<file path="config.mk">
export PLATFORM = sky130hd
export DESIGN_NAME = txchunk_decoder
export DESIGN_NICKNAME = d
export VERILOG_FILES = /design/src/rtl/txc_pkg.sv /design/src/rtl/txc_hdr_unpack.sv /design/src/rtl/txc_credit.sv /design/src/rtl/txc_slicer.sv /design/src/rtl/txchunk_decoder.sv
export SDC_FILE = /design/constraint.sdc
export NUM_CORES = 1
export LEC_CHECK = 0
export CORE_UTILIZATION = 57
export CTS_BUF_LIST = sky130_fd_sc_hd__clkbuf_8 sky130_fd_sc_hd__clkbuf_16
export DETAILED_ROUTE_END_ITERATION = 7
export DONT_BUFFER_PORTS = 1
export PLACE_DENSITY = 0.75
export SYNTH_ARGS = -nofsm -noshare
export SYNTH_HDL_FRONTEND = slang
export SYNTH_HIERARCHICAL = 1
export SYNTH_SLANG_ARGS = --single-unit
</file>
<file path="constraint.sdc">
create_clock -name clk -period 3 [get_ports clk]
set_input_delay 0.45 -clock clk [delete_from_list [all_inputs] [get_ports clk]]
set_output_delay 0.45 -clock clk [all_outputs]
set_load 0.03 [all_outputs]
</file>
<file path="src/rtl/txc_pkg.sv">
package txc_pkg;

  localparam int HDR_BYTES = 4;
  localparam int OFS_W     = 6;

  typedef struct packed {
    logic       dnc;
    logic       seq;
    logic       norx;
    logic       dv;
    logic       sv;
    logic [3:0] swo;
    logic       ev;
    logic [5:0] ebo;
    logic [1:0] tsc;
  } hdr_t;

  function automatic logic odd_parity_ok(input logic [31:0] w);
    return ^w;
  endfunction

endpackage

</file>
<file path="src/rtl/txc_hdr_unpack.sv">
module txc_hdr_unpack
  import txc_pkg::*;
(
  input  logic [31:0] word,
  output hdr_t        fields,
  output logic        parity_ok
);

  always_comb begin
    fields.dnc  = word[31];
    fields.seq  = word[30];
    fields.norx = word[29];
    fields.dv   = word[21];
    fields.sv   = word[20];
    fields.swo  = word[19:16];
    fields.ev   = word[14];
    fields.ebo  = word[13:8];
    fields.tsc  = word[7:6];
    parity_ok   = odd_parity_ok(word);
  end

endmodule

</file>
<file path="src/rtl/txc_credit.sv">
module txc_credit #(
  parameter int MAX_CREDITS = 8,
  parameter int CW          = $clog2(MAX_CREDITS + 1)
) (
  input  logic          clk,
  input  logic          rst_n,
  input  logic          take,
  input  logic          give,
  output logic [CW-1:0] count,
  output logic          empty
);

  localparam logic [CW-1:0] FULL = CW'(MAX_CREDITS);

  logic [CW-1:0] count_q, count_d;
  logic          count_en;

  always_comb begin
    count_d  = count_q;
    count_en = 1'b0;
    if (take && !give) begin
      count_d  = count_q - 1'b1;
      count_en = 1'b1;
    end else if (give && !take && count_q != FULL) begin
      count_d  = count_q + 1'b1;
      count_en = 1'b1;
    end
  end

  always_ff @(posedge clk or negedge rst_n) begin
    if (!rst_n) begin
      count_q <= FULL;
    end else if (count_en) begin
      count_q <= count_d;
    end
  end

  assign count = count_q;
  assign empty = (count_q == '0);

endmodule

</file>
<file path="src/rtl/txc_slicer.sv">
module txc_slicer
  import txc_pkg::*;
#(
  parameter int PAYLOAD_BYTES = 64,
  parameter int IW            = $clog2(PAYLOAD_BYTES)
) (
  input  logic             clk,
  input  logic             rst_n,
  input  logic             byte_en,
  input  logic [IW-1:0]    idx,
  input  logic [7:0]       data,
  input  logic             sv,
  input  logic [3:0]       swo,
  input  logic             ev,
  input  logic [OFS_W-1:0] ebo,
  output logic             fs_valid,
  output logic [7:0]       fs_data,
  output logic             fs_sof,
  output logic             fs_eof,
  output logic             fs_abort
);

  logic          open_q, open_d;
  logic          at_start, at_end, emit;
  logic [IW-1:0] start_idx, end_idx;
  logic          vld_q, sof_q, eof_q, abt_q;
  logic [7:0]    dat_q;

  assign start_idx = IW'({swo, 2'b00});
  assign end_idx   = IW'(ebo);
  assign at_start  = sv && (idx == start_idx);
  assign at_end    = ev && (idx == end_idx);
  assign emit      = byte_en && (at_start || open_q);

  always_comb begin
    open_d = open_q;
    if (byte_en) begin
      if (at_start) begin
        open_d = !at_end;
      end else if (open_q && at_end) begin
        open_d = 1'b0;
      end
    end
  end

  always_ff @(posedge clk or negedge rst_n) begin
    if (!rst_n) begin
      open_q <= 1'b0;
      vld_q  <= 1'b0;
      sof_q  <= 1'b0;
      eof_q  <= 1'b0;
      abt_q  <= 1'b0;
      dat_q  <= '0;
    end else begin
      if (byte_en) begin
        open_q <= open_d;
      end
      vld_q <= emit;
      sof_q <= emit && at_start;
      eof_q <= emit && at_end;
      abt_q <= byte_en && at_start && open_q;
      if (byte_en) begin
        dat_q <= data;
      end
    end
  end

  assign fs_valid = vld_q;
  assign fs_data  = dat_q;
  assign fs_sof   = sof_q;
  assign fs_eof   = eof_q;
  assign fs_abort = abt_q;

endmodule

</file>
<file path="src/rtl/txchunk_decoder.sv">
module txchunk_decoder
  import txc_pkg::*;
#(
  parameter int PAYLOAD_BYTES = 64,
  parameter int MAX_CREDITS   = 8,
  localparam int CW           = $clog2(MAX_CREDITS + 1)
) (
  input  logic          clk,
  input  logic          rst_n,
  input  logic          in_valid,
  input  logic          in_start,
  input  logic [7:0]    in_data,
  input  logic          buf_free,
  output logic          fs_valid,
  output logic [7:0]    fs_data,
  output logic          fs_sof,
  output logic          fs_eof,
  output logic          fs_abort,
  output logic          hdr_done,
  output logic          hdr_seq,
  output logic          hdr_norx,
  output logic [1:0]    hdr_tsc,
  output logic          hdr_bad,
  output logic          tx_overflow,
  output logic [CW-1:0] tx_credits
);

  localparam int            IW       = $clog2(PAYLOAD_BYTES);
  localparam int            SR_W     = 8 * (HDR_BYTES - 1);
  localparam logic [IW-1:0] LAST_IDX = IW'(PAYLOAD_BYTES - 1);
  localparam logic [1:0]    HDR_LAST = 2'(HDR_BYTES - 1);

  typedef enum logic [1:0] {PH_IDLE, PH_HDR, PH_PAY} phase_e;

  phase_e           phase_q, phase_d;
  logic [1:0]       hcnt_q, hcnt_d;
  logic [SR_W-1:0]  hsr_q, hsr_d;
  logic [IW-1:0]    pidx_q, pidx_d;
  logic             take_q, take_d;
  logic             sv_q, sv_d, ev_q, ev_d;
  logic [3:0]       swo_q, swo_d;
  logic [OFS_W-1:0] ebo_q, ebo_d;
  logic             seq_q, seq_d, norx_q, norx_d;
  logic [1:0]       tsc_q, tsc_d;
  logic             done_q, bad_q, ovf_q;

  hdr_t        f;
  logic        par_ok;
  logic        is_start, hdr_fin, pay_en, data_hdr, want;
  logic        consume, ovf, cr_empty;
  logic [31:0] word;

  assign word = {hsr_q, in_data};

  txc_hdr_unpack u_unpack (
    .word      (word),
    .fields    (f),
    .parity_ok (par_ok)
  );

  assign is_start = in_valid && in_start;
  assign hdr_fin  = in_valid && !in_start && (phase_q == PH_HDR) && (hcnt_q == HDR_LAST);
  assign pay_en   = in_valid && !in_start && (phase_q == PH_PAY);
  assign data_hdr = hdr_fin && par_ok && f.dnc;
  assign want     = data_hdr && f.dv;
  assign consume  = want && !cr_empty;
  assign ovf      = want && cr_empty;

  always_comb begin
    phase_d = phase_q;
    hcnt_d  = hcnt_q;
    hsr_d   = hsr_q;
    pidx_d  = pidx_q;
    take_d  = take_q;
    sv_d    = sv_q;
    swo_d   = swo_q;
    ev_d    = ev_q;
    ebo_d   = ebo_q;
    seq_d   = seq_q;
    norx_d  = norx_q;
    tsc_d   = tsc_q;
    if (is_start) begin
      phase_d = PH_HDR;
      hcnt_d  = 2'd1;
      hsr_d   = {hsr_q[SR_W-9:0], in_data};
      take_d  = 1'b0;
    end else if (in_valid && phase_q == PH_HDR) begin
      hsr_d = {hsr_q[SR_W-9:0], in_data};
      if (hcnt_q == HDR_LAST) begin
        phase_d = PH_PAY;
        pidx_d  = '0;
        take_d  = consume;
        sv_d    = f.sv;
        swo_d   = f.swo;
        ev_d    = f.ev;
        ebo_d   = f.ebo;
      end else begin
        hcnt_d = hcnt_q + 1'b1;
      end
    end else if (pay_en) begin
      pidx_d = pidx_q + 1'b1;
      if (pidx_q == LAST_IDX) begin
        phase_d = PH_IDLE;
      end
    end
    if (data_hdr) begin
      seq_d  = f.seq;
      norx_d = f.norx;
      tsc_d  = f.tsc;
    end
  end

  always_ff @(posedge clk or negedge rst_n) begin
    if (!rst_n) begin
      phase_q <= PH_IDLE;
      hcnt_q  <= '0;
      hsr_q   <= '0;
      pidx_q  <= '0;
      take_q  <= 1'b0;
      sv_q    <= 1'b0;
      swo_q   <= '0;
      ev_q    <= 1'b0;
      ebo_q   <= '0;
      seq_q   <= 1'b0;
      norx_q  <= 1'b0;
      tsc_q   <= '0;
      done_q  <= 1'b0;
      bad_q   <= 1'b0;
      ovf_q   <= 1'b0;
    end else begin
      if (in_valid) begin
        phase_q <= phase_d;
        hcnt_q  <= hcnt_d;
        hsr_q   <= hsr_d;
        pidx_q  <= pidx_d;
        take_q  <= take_d;
        sv_q    <= sv_d;
        swo_q   <= swo_d;
        ev_q    <= ev_d;
        ebo_q   <= ebo_d;
      end
      if (data_hdr) begin
        seq_q  <= seq_d;
        norx_q <= norx_d;
        tsc_q  <= tsc_d;
      end
      done_q <= data_hdr;
      bad_q  <= hdr_fin && !par_ok;
      ovf_q  <= ovf;
    end
  end

  txc_credit #(
    .MAX_CREDITS (MAX_CREDITS),
    .CW          (CW)
  ) u_credit (
    .clk   (clk),
    .rst_n (rst_n),
    .take  (consume),
    .give  (buf_free),
    .count (tx_credits),
    .empty (cr_empty)
  );

  txc_slicer #(
    .PAYLOAD_BYTES (PAYLOAD_BYTES),
    .IW            (IW)
  ) u_slicer (
    .clk      (clk),
    .rst_n    (rst_n),
    .byte_en  (pay_en && take_q),
    .idx      (pidx_q),
    .data     (in_data),
    .sv       (sv_q),
    .swo      (swo_q),
    .ev       (ev_q),
    .ebo      (ebo_q),
    .fs_valid (fs_valid),
    .fs_data  (fs_data),
    .fs_sof   (fs_sof),
    .fs_eof   (fs_eof),
    .fs_abort (fs_abort)
  );

  assign hdr_done    = done_q;
  assign hdr_seq     = seq_q;
  assign hdr_norx    = norx_q;
  assign hdr_tsc     = tsc_q;
  assign hdr_bad     = bad_q;
  assign tx_overflow = ovf_q;

endmodule

</file>
---- After elaboration in Yosys (flattened, before gate mapping) ----
Cells that the tools add are included.
word-level totals
  flip-flop bits (word level) ............. 71
  word-level logic and storage cells ...... 107
  output and inout bits ................... 23
  input port bits ......................... 13
cells by class
  bitwise operators ....................... 1
  equal/unequal tests ..................... 10
  multiplexer cells ....................... 22
  reductions and logical operators ........ 48
  add/sub/neg operators ................... 4
operators with widths
  cell                                                    number
  two-way mux 24 bit                                      2
  XOR reduction 32 bit                                    1
  logical AND 1 bit                                       24
  two-way mux 6 bit                                       3
  two-way mux 2 bit                                       8
  == test 6 bit                                           2
  AND reduction 4 bit                                     3
  nonzero test 2 bit                                      5
  two-way mux 4 bit                                       2
  two-way mux 1 bit                                       7
  adder 6 x 1 -> 6 bit (second input constant)            1
  == test 6 bit (second input constant)                   1
  zero test 1 bit                                         6
  AND reduction 2 bit                                     3
  AND reduction 3 bit                                     2
  nonzero test 3 bit                                      2
  adder 4 x 1 -> 4 bit (second input constant)            1
  == test 2 bit (second input constant)                   2
  zero test 4 bit                                         1
  inequality test 4 bit (second input constant)           1
  subtractor 4 x 1 -> 4 bit (second input constant)       1
  inequality test 3 x 2 -> 1 bit (second input constant)  1
  adder 2 x 1 -> 2 bit (second input constant)            1
  == test 2 x 1 -> 1 bit (second input constant)          1
  other kinds (4)                                         4

---- Depth between registers and ports, before layout ----
  depth in word-level cells ............... 14
  mapped depth ............................ 14

---- Modules after synthesis ----
Netlist, hierarchy kept.
modules (own cells, without submodules)
  module           area an instance (um^2)  cells an instance  seq. area each (um^2)  times used
  txchunk_decoder  2316.0                   163                1351.3                 1
  txc_slicer       593.1                    42                 325.3                  1
  txc_hdr_unpack   406.6                    49                 0.0                    1
  txc_credit       274.0                    26                 101.3                  1

---- Worst setup path before layout ----
Ideal clock, no wire load.
  path kind ............................... input to register
  from .................................... input port in_data[3]
  to ...................................... register u_credit.count_q[2], in the netlist u_credit/count[2]
  stages .................................. 14
  arrival ................................. 2.926 ns
  setup time .............................. 0.119 ns
  buffers on the path ..................... 0
  path slack .............................. -0.045 ns
  cell sequence ........................... xor2_1 -> xnor2_1 -> xnor2_1 -> xnor2_1 -> xnor2_1 -> nand2_1 -> nor3_4 -> and2_1 -> nand2b_1 -> xnor2_1 -> ha_1 -> or4b_4 -> a21oi_1 -> nor2b_1
on the way
  longest elaborated chain between the ends .. 11
ends and longest elaborated chain
  item                                 line                   text
  start: declaration                   txchunk_decoder.sv:12  input logic [7:0] in_data,
  XOR reduction 32 bit (*)             txc_pkg.sv:19          return ^w;
  named net par_ok                     txchunk_decoder.sv:48  logic par_ok;
  logical AND 1 bit (*) (2 in series)  txchunk_decoder.sv:64  assign data_hdr = hdr_fin && par_ok && f.dnc;
  named net data_hdr                   txchunk_decoder.sv:49  logic is_start, hdr_fin, pay_en, data_hdr, want;
  logical AND 1 bit (*)                txchunk_decoder.sv:65  assign want = data_hdr && f.dv;
  logical AND 1 bit (*)                txchunk_decoder.sv:66  assign consume = want && !cr_empty;
  named net consume                    txchunk_decoder.sv:50  logic consume, ovf, cr_empty;
  zero test 1 bit                      txc_credit.sv:24       end else if (give && !take && count_q != FULL) begin
  logical AND 1 bit (2 in series)      txc_credit.sv:24
  two-way mux 1 bit                    txc_credit.sv:24
  two-way mux 1 bit                    txc_credit.sv:21       if (take && !give) begin
  AND reduction 2 bit (no line)        -
  end signal: assignment               txc_credit.sv:34       count_q <= count_d;
  end: declaration                     txc_credit.sv:15       logic [CW-1:0] count_q, count_d;
The timed path passes the listed nets; every way through them passes the cells marked *.
A chain may end at the register's enable or synchronous reset.

---- Worst setup path in the final report ----
  from .................................... register hsr_q[23]
  to ...................................... register u_credit.count_q[2], in the netlist u_credit/count[2]
on the way
  longest elaborated chain between the ends .. 11
ends and longest elaborated chain
  item                                 line                    text
  start: declaration                   txchunk_decoder.sv:37   logic [SR_W-1:0] hsr_q, hsr_d;
  start signal: assignment             txchunk_decoder.sv:134  hsr_q <= hsr_d;
  XOR reduction 32 bit (*)             txc_pkg.sv:19
  named net par_ok                     txchunk_decoder.sv:48
  logical AND 1 bit (*) (2 in series)  txchunk_decoder.sv:64
  named net data_hdr                   txchunk_decoder.sv:49
  logical AND 1 bit (*)                txchunk_decoder.sv:65
  logical AND 1 bit (*)                txchunk_decoder.sv:66
  named net consume                    txchunk_decoder.sv:50
  zero test 1 bit                      txc_credit.sv:24
  logical AND 1 bit (2 in series)      txc_credit.sv:24
  two-way mux 1 bit                    txc_credit.sv:24
  two-way mux 1 bit                    txc_credit.sv:21
  AND reduction 2 bit (no line)        -
Marks and branches as above.

==> impl_metrics.env <==
export IMPL_synth_fp_nets=296
export IMPL_grt_pass1_vias=2083
export IMPL_drtAntennaViolNets=0
export IMPL_min_period_ns=2.97
export IMPL_vias=2055
export IMPL_sw_frac_of_total=0.382
export IMPL_synth_seq_cells=71
export IMPL_grt_max_degree=72
export IMPL_hold_class="in2reg"
export IMPL_io_buffers=0
export IMPL_wl_per_cell_um=16.2
export IMPL_drive_gt1_frac=0.366
export IMPL_vias_per_cell=5.60
export IMPL_endpoint_kind="flip-flop"
export IMPL_pin_count=36
export IMPL_antenna_found_initial=0
export IMPL_power_density_nw_per_um2=1160
export IMPL_clockBufferDepth=2
export IMPL_p_leak_nw=1.69
export IMPL_syn_avg_cell_area_sq_um=12.8
export IMPL_grt_first_pass_wirelength_um=9740
export IMPL_start_util=0.599
export IMPL_skew_ns=0.0108
export IMPL_synthArstFlopShare=1.00
export IMPL_antenna_cells=0
export IMPL_drt_wl_total_um=5950
export IMPL_cts_root_buf="clkbuf_8"
export IMPL_vdd_drop_max_mv=0.849
export IMPL_drc_errors=0
export IMPL_clock_sinks=71
export IMPL_pwr_share_comb=0.479
export IMPL_hpwlAfterDp_um=4070
export IMPL_fin_util=0.656
export IMPL_insertion_delay_ns=0.34
export IMPL_ys_seq_area_frac=0.495
export IMPL_cp_slowest_cell="or4b_4"
export IMPL_fmax_ghz=0.337
export IMPL_status="finished clean"
export IMPL_crit_required_ns=3.23
export IMPL_setup_ws_ns=0.0304
export IMPL_gp_congestion=0.753
export IMPL_ys_dominant_reg_cell="dfrtp_1"
export IMPL_layout_commonest_cell="dfrtp_1"
export IMPL_track_usage=0.201
export IMPL_internal_power_mw=2.82
export IMPL_drt_iter0_markers=104
export IMPL_rows=28
export IMPL_cp_cell_sequence="xnor2_1, xnor2_2, xnor2_1, xnor2_1, xnor2_1, nand2_1, nor3_4, and2_4, nand2b_4, xnor2_2, ha_2, or4b_4, a21oi_2, nor2b_1"
export IMPL_pwr_share_clk=0.154
export IMPL_fin_crit_sh=0.990
export IMPL_arrival_ns=3.20
export IMPL_finalNetCount=303
export IMPL_die_w_um=81.4
export IMPL_synth_warnings=6
export IMPL_switching_power_mw=1.75
export IMPL_hold_violations=0
export IMPL_timing_reg2reg_setup_slack_ns=0.03
export IMPL_syn_area_sq_um=3590
export IMPL_worstSetupPathType="reg2reg"
export IMPL_synth_edf_count=0
export IMPL_p_seq_frac=0.366
export IMPL_drt_pass1_iter_count=4
export IMPL_yosysUniqueCellTypes=53
export IMPL_setup_violations=0
export IMPL_chipHeight_um=81.4
export IMPL_slowest_delay_ns=0.49
export IMPL_crit_path_max_fanout=3
export IMPL_finalMaxSlewViolations=0
export IMPL_worst_slew_pin_slew_ns=0.619
export IMPL_n_fill_cell=457
export IMPL_final_cell_mix="dfrtp_1 (70), mux2_2 (48), xnor2_1 (29)"
export IMPL_drv_cap=0
export IMPL_dieArea_sq_um=6620
export IMPL_total_power_mw=4.57
export IMPL_place_ws_ns=-0.0228
export IMPL_rsz0062_at_grt="true"
export IMPL_cts_tree="built"
export IMPL_relSlewSlack=0.584
export IMPL_crit_path_frequent_cell="xnor2_1"
export IMPL_core_area_sq_um=5990
export IMPL_cts_made_buffers=9
export IMPL_grt_overflow=0
export IMPL_cp_start_kind="flip-flop"
export IMPL_cts_max_level=3
export IMPL_clk_pin_slew_worst_paths_ns=0.08
export IMPL_synthCells=280
export IMPL_syn2layout_area_growth_pct=9.41
export IMPL_finalSetupTns_ns=0
[area by class of cell]
cell class	count	area (sq um)	area share
multi-input cells	178	1670	0.424
inverters	6	22.5	0.00573
clock buffers	10	138	0.0350
well taps	75	93.8	0.0239
repair buffers	21	180	0.0459
flip-flops and latches	71	1780	0.453
clock inverters	6	50.0	0.0127
[Yosys cell counts, types with 2 or more instances]
library cell | n | area share
a211oi_1 | 2 | 0.0042
nor2_1 | 5 | 0.0052
inv_1 | 6 | 0.0063
o2bb2ai_1 | 2 | 0.0049
nor3_1 | 3 | 0.0042
mux2_2 | 48 | 0.15
nand4_1 | 2 | 0.0035
xnor2_1 | 34 | 0.083
nand3_1 | 4 | 0.0056
o21bai_1 | 3 | 0.0063
buf_4 | 19 | 0.040
buf_2 | 4 | 0.0056
buf_6 | 2 | 0.0063
and2_1 | 3 | 0.0052
nand3b_1 | 3 | 0.0063
o21ai_0 | 6 | 0.0084
nand2_1 | 3 | 0.0031
dfrtp_1 | 70 | 0.49
nand2b_1 | 3 | 0.0052
a21oi_1 | 6 | 0.0084
xor2_1 | 10 | 0.024
ha_1 | 3 | 0.010
and3_1 | 3 | 0.0052
o21a_1 | 2 | 0.0042
mux2i_1 | 4 | 0.011
nor2b_1 | 3 | 0.0052
[worst max-delay path: cells and delay by family (launching register included)]
family | cells | cell delay (ns)
adder cells (fa/ha/maj) | 1 | 0.18
AND/OR/NAND/NOR | 6 | 1.05
XOR/XNOR | 6 | 1.07
flip-flops | 1 | 0.41
AO/OA/AOI/OAI | 1 | 0.15
[metrics by stage]
stage	area (sq um)	hold slack [ns]	instances
after CTS	3880	0.170	366
after global routing	3930	0.172	367
after global placement	3640	0.157	348
after detailed placement	3640	0.157	348
after floorplan	3600	0.154	280
final	3930	0.186	367
[flip-flops by register name (all words and copies together) (netlist names), 2 cells and up]
name              flops
ebo_q                 6
phase_q               2
hsr_q                24
swo_q                 4
pidx_q                6
hcnt_q                2
u_slicer/fs_data      8
u_credit/count        4
hdr_tsc               2
[cells by family (layout without fill, tap and decap cells)]
family          after synthesis  after routing  synth area share
flops                        71             71             0.495
mux                          52             52             0.162
xor+xnor                     44             44             0.107
simple gates                 44             44            0.0896
compound gates               35             35            0.0777
buf+inv                      31             43            0.0579
fa+ha+maj                     3              3            0.0105
[what timing repair did]
item                       in CTS  in global routing
hold endpoints to repair       71                  0
gates resized for setup         1                  7
hold buffers                    2                  0
buffers inserted                0                  1
setup endpoints to repair       1                  1
pin swaps                       0                  8
[routing by layer]
layer / GRT usage / share of wire / vias to the layer above / routed length, um
met5: 0 / 0 / - / 0
li1: - / - / 984 / -
met4: 0.0643 / 0.0087 / 0 / 52
met3: 0.0629 / 0.037 / 6 / 219
met1: 0.255 / 0.47 / 1031 / 2810
met2: 0.323 / 0.48 / 34 / 2860
[power by group through the flow]
stage          Combinational, mW  Sequential [mW]  Clock [mW]
2_1_floorplan               1.57             1.68           0
3_3_place_gp                2.06             1.66           0
3_5_place_dp                2.08             1.68           0
4_1_cts                     2.12             1.66       0.728
6_report                    2.19             1.67       0.706
5_1_grt                     2.39             1.72       0.767
[final timing paths]
| path | from | end | cells past startpoint |
|---|---|---|---|
| max in group asynchronous | rst_n | u_credit/count[3]$_DFFE_PN1P_ | 2 |
| max reg2reg | hsr_q[23]$_DFFE_PN0P_ | u_credit/count[2]$_DFFE_PN0P_ | 14 |
| max | hsr_q[23]$_DFFE_PN0P_ | u_credit/count[2]$_DFFE_PN0P_ | 14 |
| min reg2reg | hcnt_q[0]$_DFFE_PN0P_ | hcnt_q[0]$_DFFE_PN0P_ | 1 |
| min in group asynchronous | rst_n | take_q$_DFFE_PN0P_ | 2 |
| min | in_valid | hcnt_q[1]$_DFFE_PN0P_ | 1 |
No activity file was read; power rests on OpenSTA's default activity.
